### config.mk
export PLATFORM = sky130hd
export DESIGN_NAME = eeprom_i2c_slave
export DESIGN_NICKNAME = d
export VERILOG_FILES = /design/src/rtl/i2c_eep_pkg.sv /design/src/rtl/i2c_eep_sync.sv /design/src/rtl/i2c_eep_rx_shift.sv /design/src/rtl/i2c_eep_addr_ctr.sv /design/src/rtl/eeprom_i2c_slave.sv
export SDC_FILE = /design/constraint.sdc
export NUM_CORES = 1
export LEC_CHECK = 0
export BUFFER_PORTS_ARGS = -buffer_cell sky130_fd_sc_hd__clkbuf_2
export CORE_MARGIN = 2
export CORE_UTILIZATION = 58
export DETAILED_ROUTE_END_ITERATION = 12
export GPL_ROUTABILITY_DRIVEN = 0
export HOLD_SLACK_MARGIN = 0.05
export PLACE_DENSITY = 0.76
export REMOVE_ABC_BUFFERS = 1
export SKIP_CTS_REPAIR_TIMING = 1
export SLEW_MARGIN = 20
export SYNTH_ARGS = -nofsm -noshare
export SYNTH_HDL_FRONTEND = slang
export SYNTH_SLANG_ARGS = --single-unit
### constraint.sdc
create_clock -name clk -period 2 [get_ports clk]
set_clock_uncertainty 0.1 [all_clocks]
set_input_delay 0.2 -clock clk [delete_from_list [all_inputs] [get_ports clk]]
set_output_delay 0.2 -clock clk [all_outputs]
set_load 0.03 [all_outputs]
### src/rtl/i2c_eep_pkg.sv
// Shared types and constants for the two-wire EEPROM slave controller.
// Assumes: nothing beyond the standard; imported by the top module only.
package i2c_eep_pkg;

    // Controller sequencing states
    typedef enum logic [2:0] {
        ST_IDLE,   // waiting for START
        ST_RX,     // shifting in a byte
        ST_ACK,    // holding SDA low for the ninth clock
        ST_TX,     // shifting out a read byte
        ST_RACK,   // sampling the master's acknowledge
        ST_WAIT    // released, waiting for STOP or START
    } ctl_st_t;

    // Meaning of the byte currently being received
    typedef enum logic [1:0] {
        K_DEV,     // device address byte
        K_AHI,     // word address, high byte
        K_ALO,     // word address, low byte
        K_DATA     // write data byte
    } rx_kind_t;

    localparam logic [3:0] DEV_PREFIX = 4'b1010;

endpackage

### src/rtl/i2c_eep_sync.sv
// Bus line conditioner: synchronises SCL and SDA into the system clock
// domain through SYNC_STAGES flops, then flags SCL edges and START/STOP.
// Assumes: the system clock is several times faster than SCL; SYNC_STAGES >= 2.
module i2c_eep_sync #(
    parameter int SYNC_STAGES = 2
) (
    input  logic clk,
    input  logic rst_n,
    input  logic scl_i,
    input  logic sda_i,
    output logic scl_o,
    output logic sda_o,
    output logic scl_rise_o,
    output logic scl_fall_o,
    output logic start_o,
    output logic stop_o
);

    logic [SYNC_STAGES-1:0] scl_pipe;
    logic [SYNC_STAGES-1:0] sda_pipe;
    logic                   scl_q;
    logic                   sda_q;

    // Synchroniser chains; the idle bus level (high) is the reset value
    always_ff @(posedge clk) begin
        if (!rst_n) begin
            scl_pipe <= '1;
            sda_pipe <= '1;
        end else begin
            scl_pipe <= {scl_pipe[SYNC_STAGES-2:0], scl_i};
            sda_pipe <= {sda_pipe[SYNC_STAGES-2:0], sda_i};
        end
    end

    // Previous synchronised levels for edge detection
    always_ff @(posedge clk) begin
        if (!rst_n) begin
            scl_q <= 1'b1;
            sda_q <= 1'b1;
        end else begin
            scl_q <= scl_pipe[SYNC_STAGES-1];
            sda_q <= sda_pipe[SYNC_STAGES-1];
        end
    end

    // Edge and bus-condition decode
    always_comb begin
        scl_o      = scl_pipe[SYNC_STAGES-1];
        sda_o      = sda_pipe[SYNC_STAGES-1];
        scl_rise_o = scl_o & ~scl_q;
        scl_fall_o = ~scl_o & scl_q;
        start_o    = scl_o & scl_q & sda_q & ~sda_o;
        stop_o     = scl_o & scl_q & ~sda_q & sda_o;
    end

endmodule

### src/rtl/i2c_eep_rx_shift.sv
// Receive shifter: collects one byte MSB first on SCL rising edges and
// reports when eight bits are held.
// Assumes: the controller clears it before each byte.
module i2c_eep_rx_shift (
    input  logic       clk,
    input  logic       rst_n,
    input  logic       clear_i,
    input  logic       sample_i,
    input  logic       bit_i,
    output logic [7:0] byte_o,
    output logic       full_o
);

    logic [3:0] cnt_q;

    // Shift in one bit per sample until the byte is complete
    always_ff @(posedge clk) begin
        if (!rst_n) begin
            cnt_q  <= '0;
            byte_o <= '0;
        end else if (clear_i) begin
            cnt_q  <= '0;
        end else if (sample_i && !full_o) begin
            byte_o <= {byte_o[6:0], bit_i};
            cnt_q  <= cnt_q + 4'd1;
        end
    end

    // Byte-complete flag
    assign full_o = cnt_q[3];

endmodule

### src/rtl/i2c_eep_addr_ctr.sv
// Array pointer: loaded from the word address, advanced after each byte
// written or sent, wrapping at the top of the 2^ADDR_W array.
// Assumes: load and inc are never requested in the same cycle.
module i2c_eep_addr_ctr #(
    parameter int ADDR_W = 12
) (
    input  logic              clk,
    input  logic              rst_n,
    input  logic              load_i,
    input  logic [ADDR_W-1:0] load_val_i,
    input  logic              inc_i,
    output logic [ADDR_W-1:0] addr_o
);

    // Pointer register with natural modulo wrap
    always_ff @(posedge clk) begin
        if (!rst_n)      addr_o <= '0;
        else if (load_i) addr_o <= load_val_i;
        else if (inc_i)  addr_o <= addr_o + 1'b1;
    end

    // one step per increment, wrapping to zero at the top
    a_r10_ptr_step: assert property (@(posedge clk) disable iff (!rst_n)
        (inc_i && !load_i) |=> (addr_o == $past(addr_o) + 1'b1));

endmodule

### src/rtl/eeprom_i2c_slave.sv
// Two-wire EEPROM slave controller top. It matches the device address
// against a fixed prefix and straps, loads a two-byte word address and then
// streams write bytes to the page buffer or read bytes from the array port.
// Assumes: rd_data_i is valid one cycle after rd_req_o; 9 <= ADDR_W <= 16;
// SCL high and low phases each last several system clocks.
module eeprom_i2c_slave
    import i2c_eep_pkg::*;
#(
    parameter int ADDR_W      = 12,
    parameter int SYNC_STAGES = 2
) (
    input  logic              clk,
    input  logic              rst_n,
    input  logic              scl_i,
    input  logic              sda_i,
    input  logic [2:0]        strap_i,
    output logic              sda_oe_o,
    output logic              wr_en_o,
    output logic [ADDR_W-1:0] wr_addr_o,
    output logic [7:0]        wr_data_o,
    output logic              rd_req_o,
    output logic [ADDR_W-1:0] rd_addr_o,
    input  logic [7:0]        rd_data_i
);

    localparam int HI_W = ADDR_W - 8;

    logic              scl_s, sda_s, scl_rise, scl_fall, bus_start, bus_stop;
    logic [7:0]        rx_byte;
    logic              rx_full, rx_clear;
    logic [ADDR_W-1:0] ptr;
    logic              ptr_load, ptr_inc;

    ctl_st_t           st_q;
    rx_kind_t          kind_q;
    logic              rd_mode_q;
    logic [HI_W-1:0]   hi_q;
    logic [7:0]        tx_sh_q;
    logic [2:0]        tx_cnt_q;
    logic [7:0]        tx_buf_q;
    logic              rd_pend_q;
    logic              mack_q;
    logic              ev_ok;
    logic              byte_done;
    logic              dev_hit;

    i2c_eep_sync #(.SYNC_STAGES(SYNC_STAGES)) u_sync (
        .clk        (clk),
        .rst_n      (rst_n),
        .scl_i      (scl_i),
        .sda_i      (sda_i),
        .scl_o      (scl_s),
        .sda_o      (sda_s),
        .scl_rise_o (scl_rise),
        .scl_fall_o (scl_fall),
        .start_o    (bus_start),
        .stop_o     (bus_stop)
    );

    i2c_eep_rx_shift u_rx (
        .clk      (clk),
        .rst_n    (rst_n),
        .clear_i  (rx_clear),
        .sample_i (scl_rise),
        .bit_i    (sda_s),
        .byte_o   (rx_byte),
        .full_o   (rx_full)
    );

    i2c_eep_addr_ctr #(.ADDR_W(ADDR_W)) u_ptr (
        .clk        (clk),
        .rst_n      (rst_n),
        .load_i     (ptr_load),
        .load_val_i ({hi_q, rx_byte}),
        .inc_i      (ptr_inc),
        .addr_o     (ptr)
    );

    // Strobes for the shifter and the pointer, suppressed on bus conditions
    always_comb begin
        ev_ok     = !bus_start && !bus_stop;
        byte_done = ev_ok && (st_q == ST_RX) && scl_fall && rx_full;
        dev_hit   = (rx_byte[7:1] == {DEV_PREFIX, strap_i});
        rx_clear  = bus_start || (ev_ok && (st_q == ST_ACK) && scl_fall && !rd_mode_q);
        ptr_load  = byte_done && (kind_q == K_ALO);
        ptr_inc   = (byte_done && (kind_q == K_DATA))
                 || (ev_ok && scl_fall && (st_q == ST_ACK) && rd_mode_q)
                 || (ev_ok && scl_fall && (st_q == ST_RACK) && mack_q);
    end

    // Main sequencer: bus conditions first, then per-state SCL-edge handling
    always_ff @(posedge clk) begin
        if (!rst_n) begin
            st_q      <= ST_IDLE;
            kind_q    <= K_DEV;
            rd_mode_q <= 1'b0;
            hi_q      <= '0;
            tx_sh_q   <= '0;
            tx_cnt_q  <= '0;
            mack_q    <= 1'b0;
            sda_oe_o  <= 1'b0;
            wr_en_o   <= 1'b0;
            wr_addr_o <= '0;
            wr_data_o <= '0;
            rd_req_o  <= 1'b0;
            rd_addr_o <= '0;
        end else begin
            wr_en_o  <= 1'b0;
            rd_req_o <= 1'b0;
            if (bus_start) begin
                st_q     <= ST_RX;
                kind_q   <= K_DEV;
                sda_oe_o <= 1'b0;
            end else if (bus_stop) begin
                st_q     <= ST_IDLE;
                sda_oe_o <= 1'b0;
            end else begin
                unique case (st_q)
                    ST_RX: if (scl_fall && rx_full) begin
                        st_q     <= ST_ACK;
                        sda_oe_o <= 1'b1;
                        unique case (kind_q)
                            K_DEV: begin
                                if (dev_hit) begin
                                    rd_mode_q <= rx_byte[0];
                                    kind_q    <= K_AHI;
                                    rd_req_o  <= rx_byte[0];
                                    rd_addr_o <= ptr;
                                end else begin
                                    st_q     <= ST_WAIT;
                                    sda_oe_o <= 1'b0;
                                end
                            end
                            K_AHI: begin
                                hi_q   <= rx_byte[HI_W-1:0];
                                kind_q <= K_ALO;
                            end
                            K_ALO: kind_q <= K_DATA;
                            K_DATA: begin
                                wr_en_o   <= 1'b1;
                                wr_addr_o <= ptr;
                                wr_data_o <= rx_byte;
                            end
                            default: ;
                        endcase
                    end
                    ST_ACK: if (scl_fall) begin
                        if (rd_mode_q) begin
                            st_q     <= ST_TX;
                            tx_sh_q  <= tx_buf_q;
                            tx_cnt_q <= '0;
                            sda_oe_o <= ~tx_buf_q[7];
                        end else begin
                            st_q     <= ST_RX;
                            sda_oe_o <= 1'b0;
                        end
                    end
                    ST_TX: if (scl_fall) begin
                        if (tx_cnt_q == 3'd7) begin
                            st_q     <= ST_RACK;
                            sda_oe_o <= 1'b0;
                        end else begin
                            tx_sh_q  <= {tx_sh_q[6:0], 1'b0};
                            sda_oe_o <= ~tx_sh_q[6];
                            tx_cnt_q <= tx_cnt_q + 3'd1;
                        end
                    end
                    ST_RACK: begin
                        if (scl_rise) begin
                            mack_q <= ~sda_s;
                            if (!sda_s) begin
                                rd_req_o  <= 1'b1;
                                rd_addr_o <= ptr;
                            end
                        end
                        if (scl_fall) begin
                            if (mack_q) begin
                                st_q     <= ST_TX;
                                tx_sh_q  <= tx_buf_q;
                                tx_cnt_q <= '0;
                                sda_oe_o <= ~tx_buf_q[7];
                            end else begin
                                st_q <= ST_WAIT;
                            end
                        end
                    end
                    default: ;
                endcase
            end
        end
    end

    // Read-data capture, one cycle after the array sees the request
    always_ff @(posedge clk) begin
        if (!rst_n) begin
            rd_pend_q <= 1'b0;
            tx_buf_q  <= '0;
        end else begin
            rd_pend_q <= rd_req_o;
            if (rd_pend_q) tx_buf_q <= rd_data_i;
        end
    end

    // SDA drive may rise only while SCL is low
    a_r6_oe_rise_scl_low: assert property (@(posedge clk) disable iff (!rst_n)
        $rose(sda_oe_o) |-> !scl_s);
    // SDA drive may fall only while SCL is low
    a_r6_oe_fall_scl_low: assert property (@(posedge clk) disable iff (!rst_n)
        $fell(sda_oe_o) |-> !scl_s);
    // a write strobe coincides with the start of the data acknowledge
    a_r7_strobe_with_ack: assert property (@(posedge clk) disable iff (!rst_n)
        wr_en_o |-> sda_oe_o);
    // nothing is driven while waiting for the end of the transaction
    a_r3_wait_released: assert property (@(posedge clk) disable iff (!rst_n)
        (st_q == ST_WAIT) |-> !sda_oe_o);
    // the array port never sees a write and a read in the same cycle
    a_r9_port_exclusive: assert property (@(posedge clk) disable iff (!rst_n)
        !(wr_en_o && rd_req_o));

endmodule

==> results of run 1 <==
power by group through the flow:
stage               Combinational [uW]  Sequential [uW]  Clock, uW
finish                             113             1910       1350
global route                       123             1910       1440
global placement                  94.9             1950          0
floorplan                         43.8             1950          0
detailed placement                96.6             1950          0
CTS                               96.9             1910       1380
worst paths after layout:
kind / cells past startpoint / startpoint / slack (ps) / end
hold reg to reg: 1 / u_sync.sda_pipe[0]$_SDFF_PN1_ / 310 / u_sync.sda_pipe[1]$_SDFF_PN1_
setup reg to reg: 8 / kind_q[0]$_SDFFE_PP0P_ / 60 / u_ptr.addr_o[5]$_SDFFE_PN0P_
hold / removal: 2 / rst_n / 100 / u_sync.sda_pipe[1]$_SDFF_PN1_
setup / recovery: 8 / kind_q[0]$_SDFFE_PP0P_ / 60 / u_ptr.addr_o[5]$_SDFFE_PN0P_
logic make-up after synthesis:
group | after synthesis
and+or+nand+nor | 216
AOI/OAI and AO/OA | 107
DFF | 95
buffers and inverters | 40
muxes | 23
adders and majority gates | 9
xor gates and xnor gates | 5
sequential cells by signal (all words and copies together), names as in the netlist, 2 cells and up:
register,cells
tx_cnt_q,3
wr_addr_o,12
st_q,3
u_sync.sda_pipe,2
u_ptr.addr_o,12
wr_data_o,8
rd_addr_o,12
tx_sh_q,7
u_rx.cnt_q,4
u_rx.byte_o,8
tx_buf_q,8
u_sync.scl_pipe,2
kind_q,2
hi_q,4
layout make-up:
| type | count | area (um^2) | share of cell area, % |
|---|---|---|---|
| sequential | 95 | 1910 | 37.9 |
| multi-input combinational | 360 | 2150 | 42.7 |
| timing repair buffer | 87 | 618 | 12.3 |
| tap | 99 | 124 | 2.46 |
| inverter | 7 | 26.3 | 0.522 |
| clock buffer | 10 | 138 | 2.73 |
| clock inverter | 6 | 75.1 | 1.49 |
critical path: stages (launching register included):
cell and delay (ps):
sky130_fd_sc_hd__dfxtp_1 350, sky130_fd_sc_hd__inv_1 60, sky130_fd_sc_hd__ha_1 210, sky130_fd_sc_hd__and3b_2 220, sky130_fd_sc_hd__and2_1 180, sky130_fd_sc_hd__buf_12 160
sky130_fd_sc_hd__nor4_2 250, sky130_fd_sc_hd__a21oi_1 70, sky130_fd_sc_hd__o32ai_1 240
synthesized netlist by cell type, drive strengths merged, types with 7 or more instances:
cell type	number
o21ai	19
buf	17
nand2	86
mux2i	21
clkbuf	16
inv	7
a21oi	53
ha	9
nand2b	17
nor2	47
dfxtp	95
nand3	29
per-stage QoR:
| stage | std cells | cell area, um^2 | utilization [%] | setup TNS, ps | total power, uW |
|---|---|---|---|---|---|
| detailed placement | 638 | 4710 | 65.6 | 0 | 2050 |
| global route | 664 | 5030 | 70.1 | -39.2 | 3470 |
| floorplan | 462 | 4070 | - | -7160 | 2000 |
| global placement | 638 | 4710 | 65.6 | 0 | 2050 |
| CTS | 654 | 4920 | 68.6 | 0 | 3380 |
| finish | 664 | 5030 | 70.1 | 0 | 3370 |
per-layer routing:
| layer | up-vias | global-route usage (%) | wire length (um) |
|---|---|---|---|
| met5 | - | 0 | 0 |
| met4 | 0 | 11.4 | 299 |
| met1 | 1717 | 29.9 | 4110 |
| met2 | 120 | 42.4 | 4690 |
| met3 | 24 | 4.99 | 418 |
| li1 | 1855 | - | - |
==> impl_metrics.csv, run 1 <==
group,metric,value,unit
placed_design,i_o_buffers,49,
sta,portion_of_the_clock_cycle_consumed_by_the_worst_path_in_the_final_layout,96.8,%
pwr,power_dissipated_by_switching_net_loads,790,uW
sta,max_slew_margin,67.6,%
drt,routedWlPerCell,14.3,um
pwr,switching_share,23.4,%
worst_setup_path,timing.critical_path.to_type,"flip-flop",
hold_path,hold_path.class,"in -> reg",
placed_design,pre_cts_ws,71.1,ps
global_route,first_global_vias,3397,
cts,clock_latency,370,ps
logic_synthesis,yosysSeqAreaShare,45.0,%
logic_synthesis,complex_gate_fraction_of_the_synthesized_area,16.6,%
sta,setup_violations,0,
logic_synthesis,syn_area_per_cell,8.55,um^2
logic_synthesis,muxShareOfSynthArea,5.50,%
drt,via_count,3716,
drt,detailedRoute.firstIterationViolations,226,
pwr,power.share.clock,40.1,%
floorplan,floorplan.initialDensity,59.0,%
sta,grt_setup_unrepaired,"yes",
worst_setup_path,critPathRequiredTime,2180,ps
logic_synthesis,syn_area,0.00423,mm^2
cts,cts.sink_count,95,
worst_setup_path,crit_arrival,2110,ps
logic_synthesis,synth_top_area_share,45.0,%
pwr,power.share.combinational,3.3,%
drt,detail_route.vias_per_cell,5.60,
drt,first_pass_iters,4,
global_route,aggregate_global_routing_overflow,0,
cts,root_buffer,"sky130_fd_sc_hd__clkbuf_8",
floorplan,pin_count,50,
sta,timing_max_transition_violations_final,0,
logic_synthesis,synth_flop_cell,"sky130_fd_sc_hd__dfxtp_1",
cts,clock_tree.htree_level_count,3,
status,run_status,"finished clean",
logic_synthesis,synth-xor-area-share,1.04,%
cts,max-clock-path-buffers,2,
cells_and_area,final_common_cell,"sky130_fd_sc_hd__dfxtp_1",
logic_synthesis,synth.ff_latch_count,95,
sta,timing.fmax,517,MHz
cells_and_area,n_antenna_cell,0,
cts,cts.reportedPaths.clkPinSlew,100,ps
floorplan,floorplan.rows,31,
drt,drc,0,
cells_and_area,filler_cell_count,581,
cells_and_area,layout_common_cells,"sky130_fd_sc_hd__dfxtp_1, sky130_fd_sc_hd__nand2_1, sky130_fd_sc_hd__a21oi_1",
cells_and_area,share_of_layout_cells_above_drive_strength_1,21.8,%
floorplan,dieHeight,89.4,um
global_route,grt_antenna_before_repair,0,
worst_setup_path,critical_path_peak_fanout,24,
logic_synthesis,synth-simple-area-share,24.8,%
logic_synthesis,synthDominantAreaCellType,"sky130_fd_sc_hd__dfxtp_1",
worst_setup_path,setup.worst_path.start_class,"flip-flop",
placed_design,detailedPlacementHpwl,6550,um
worst_setup_path,timing_worst_setup_path_type,"reg -> reg",
sta,final_critical_path_setup_slack,64.4,ps
logic_synthesis,synth_edf_count,0,
pwr,power.density_cell_area,670,mW/mm^2
sta,period_minus_slack,1940,ps
logic_synthesis,synth_fa_ha_area_share,2.66,%
cts,tritoncts,"done",
drt,ant_nets,0,
logic_synthesis,post_synth_inst_count,495,
cells_and_area,final_net_count,584,
logic_synthesis,synth.top_cells.by_area,"sky130_fd_sc_hd__dfxtp_1, sky130_fd_sc_hd__nand2_1, sky130_fd_sc_hd__a21oi_1, sky130_fd_sc_hd__mux2i_1, sky130_fd_sc_hd__nor2_1",
global_route,first_pass_grt_wire_length,15300,um
drt,route.final.wire_length,9520,um
sta,hold_slack,103,ps
job,max_cap_viol_count,0,
logic_synthesis,dominant_combinational_cell_family_by_area_after_synthesis,"simple AND/OR/NAND/NOR gates",
sta,least_margin_pin_slew,486,ps
cells_and_area,synthToLayoutAreaGrowth,19.0,%
floorplan,die_w,89.4,um
sta,final_hold_viol_count,0,
logic_synthesis,ys_async_sr_fraction,0,%
pwr,p_leak,0.00180,uW
logic_synthesis,synthDistinctLibCells,60,
pwr,power.sequential.fraction,56.6,%
logic_synthesis,synth-warning-count,0,
pwr,intPower,2580,uW
floorplan,dieArea,0.00799,mm^2
floorplan,core_region_area,0.00718,mm^2
pwr,ir_drop,0.496,mV
global_route,pin_count_of_the_biggest_net_entering_global_routing,53,
cts,tritoncts.num_buffers,9,
global_route,grtUsageTotal,24.8,%
(Power assumes the default switching activity.)
==> run 2: changes to the inputs <==
CORE_MARGIN = 10   (was 2)
clock period = 1.84 ns   (was 2 ns; I/O delays follow)
==> run 2 against run 1 <==
Non-clock buffer count rose by 30. Critical path depth rose by 1. Critical path type unchanged. Power rose by 0.51%. Die area rose by 39%. Sequential power rose by 8%. Cell area rose by 7.7%. The run now ends with setup timing left. Register-to-register slack got worse by 90 ps. Hold slack got worse by 52 ps. Fmax rose by 3.8%.
==> impl_metrics.csv, run 2 (synthesis results as in run 1) <==
group,metric,value,unit
job,max_cap_viol_count,0,
status,run_status,"finished with violations",
cells_and_area,largestRegisters,"rd_addr_o x12, u_ptr.addr_o x12, wr_addr_o x12",
cts,tritoncts,"done",
floorplan,dieArea,0.0111,mm^2
cells_and_area,finish.instance_area,0.00542,mm^2
sta,max_slew_margin,68.1,%
cts,cts.sink_count,95,
cells_and_area,n_antenna_cell,0,
drt,routedWlPerCell,15.2,um
worst_setup_path,rr_endpoint,"tx_sh_q[6]$_SDFFE_PN0P_",
placed_design,pre_cts_ws,-149,ps
cts,clock_tree.htree_level_count,3,
sta,grt_setup_unrepaired,"yes",
global_route,pin_count_of_the_biggest_net_entering_global_routing,47,
sta,timing_max_transition_violations_final,0,
global_route,gr-usage-met1,19.6,%
pwr,p_leak,0.00198,uW
placed_design,i_o_buffers,49,
global_route,first_global_vias,3603,
drt,route.final.wire_length,10500,um
cts,max-clock-path-buffers,2,
worst_setup_path,critical_path_peak_fanout,4,
global_route,gr-max-usage-layer,"met2",
cts,clock_latency,360,ps
hold_path,hold_path.class,"in -> reg",
pwr,power.density_cell_area,625,mW/mm^2
worst_setup_path,regToRegStartpoint,"tx_cnt_q[0]$_SDFFE_PN0P_",
floorplan,core_region_area,0.00718,mm^2
worst_setup_path,timing.reg2reg.setup_slack,-20,ps
floorplan,floorplan.rows,31,
global_route,first_pass_grt_wire_length,16500,um
worst_setup_path,r2r.worst_path.cells,9,
cells_and_area,post-route-util,75.5,%
drt,first_pass_iters,4,
hold_path,hold-path-cell-count,2,
cts,cts.reportedPaths.clkPinSlew,80,ps
cts,root_buffer,"sky130_fd_sc_hd__clkbuf_8",
global_route,aggregate_global_routing_overflow,0,
cells_and_area,layout_common_cells,"sky130_fd_sc_hd__dfxtp_1, sky130_fd_sc_hd__nand2_1, sky130_fd_sc_hd__a21oi_1, sky130_fd_sc_hd__clkbuf_2, sky130_fd_sc_hd__buf_4",
sta,timing.fmax,536,MHz
drt,detail_route.vias_per_cell,5.56,
placed_design,detailedPlacementHpwl,7110,um
sta,final_hold_viol_count,0,
placed_design,dpl-instance-area,0.00488,mm^2
floorplan,pin_count,50,
pwr,ir_drop,0.446,mV
worst_setup_path,timing_worst_setup_path_type,"reg -> reg",
global_route,use_met3,4.45,%
worst_setup_path,crit_arrival,2030,ps
sta,least_margin_pin_slew,478,ps
sta,setup_violations,1,
global_route,grt_use_met2,31.0,%
sta,final_critical_path_setup_slack,-24.6,ps
floorplan,floorplan.initialDensity,59.0,%
cells_and_area,synthToLayoutAreaGrowth,28.1,%
sta,setup-tns-final,-24.6,ps
global_route,grtUsageTotal,17.5,%
drt,detailedRoute.firstIterationViolations,200,
worst_setup_path,critPathRequiredTime,2000,ps
cells_and_area,share_of_layout_cells_above_drive_strength_1,30.0,%
floorplan,die_w,105,um
floorplan,dieHeight,105,um
drt,ant_nets,0,
sta,period_minus_slack,1860,ps
worst_setup_path,timing.critical_path.to_type,"flip-flop",
sta,hold_slack,50.8,ps
cts,tritoncts.num_buffers,9,
sta,portion_of_the_clock_cycle_consumed_by_the_worst_path_in_the_final_layout,101,%
status,violations,"setup timing",
drt,drc,0,
cells_and_area,final_common_cell,"sky130_fd_sc_hd__dfxtp_1",
worst_setup_path,setup.worst_path.start_class,"flip-flop",
cells_and_area,final_net_count,615,
hold_path,min-delay-start,"rst_n",
drt,via_count,3853,
hold_path,holdPathEnd,"u_sync.sda_pipe[1]$_SDFF_PN1_",
global_route,grt_antenna_before_repair,0,
## run 2: changes by cell type in the layout (fill, tap and decap cells not counted), moves of 4 or more
cell,previous run,this run
sky130_fd_sc_hd__o32ai_2,0,4
sky130_fd_sc_hd__o32ai_1,5,1
sky130_fd_sc_hd__dfxtp_1,92,88
sky130_fd_sc_hd__buf_4,23,47
## run 2: how the worst max path moves through the flow
stage / endpoint / slack, ps / start / cells after the start
floorplan: u_ptr.addr_o[0]$_SDFFE_PN0P_ / -540 / st_q[0]$_SDFFE_PN0P_ / 5
global placement: u_ptr.addr_o[8]$_SDFFE_PN0P_ / -10 / kind_q[0]$_SDFFE_PP0P_ / 8
detailed placement: u_ptr.addr_o[8]$_SDFFE_PN0P_ / -150 / kind_q[0]$_SDFFE_PP0P_ / 8
CTS: u_ptr.addr_o[5]$_SDFFE_PN0P_ / -160 / kind_q[0]$_SDFFE_PP0P_ / 8
global route: tx_sh_q[6]$_SDFFE_PN0P_ / -100 / tx_cnt_q[0]$_SDFFE_PN0P_ / 9
finish: tx_sh_q[6]$_SDFFE_PN0P_ / -20 / tx_cnt_q[0]$_SDFFE_PN0P_ / 9
## run 2: where the power goes
part / switching (uW) / internal, uW / leakage [uW] / total (uW)
logic: 76.3 / 60.7 / 0.00113 / 137
registers: 10.1 / 2060 / 0.000771 / 2070
clock network: 704 / 478 / 0.0000771 / 1180
## run 2: area by class of cell
class                      instances  area [um^2]
multi-input combinational        361         2290
sequential                        95         1920
fill                             520         1760
timing repair buffer             117          902
clock buffer                       9          124
tap                               99          124
clock inverter                     5         37.5
inverter                           7         26.3
## run 2: per-stage QoR
| stage | cells | total power [uW] |
|---|---|---|
| 3_3_place_gp | 657 | 2230 |
| 5_1_grt | 693 | 3500 |
| 6_report | 693 | 3390 |
| 3_5_place_dp | 657 | 2230 |
| 2_1_floorplan | 462 | 2170 |
| 4_1_cts | 671 | 3390 |
## run 2: metal layers
metal	up-vias	wire length, um
li1	1923	-
met4	0	165
met1	1791	4250
met3	16	664
met5	-	0
met2	123	5420
## run 2: worst max-delay path, cell delays in order, from the launching register on
cell	delay, ps
sky130_fd_sc_hd__dfxtp_2	330
sky130_fd_sc_hd__ha_1	200
sky130_fd_sc_hd__ha_2	170
sky130_fd_sc_hd__nor2b_1	160
sky130_fd_sc_hd__o21ai_1	100
sky130_fd_sc_hd__a21oi_2	140
sky130_fd_sc_hd__buf_6	140
sky130_fd_sc_hd__clkbuf_16	130
sky130_fd_sc_hd__nor2_1	40
sky130_fd_sc_hd__a311oi_1	260
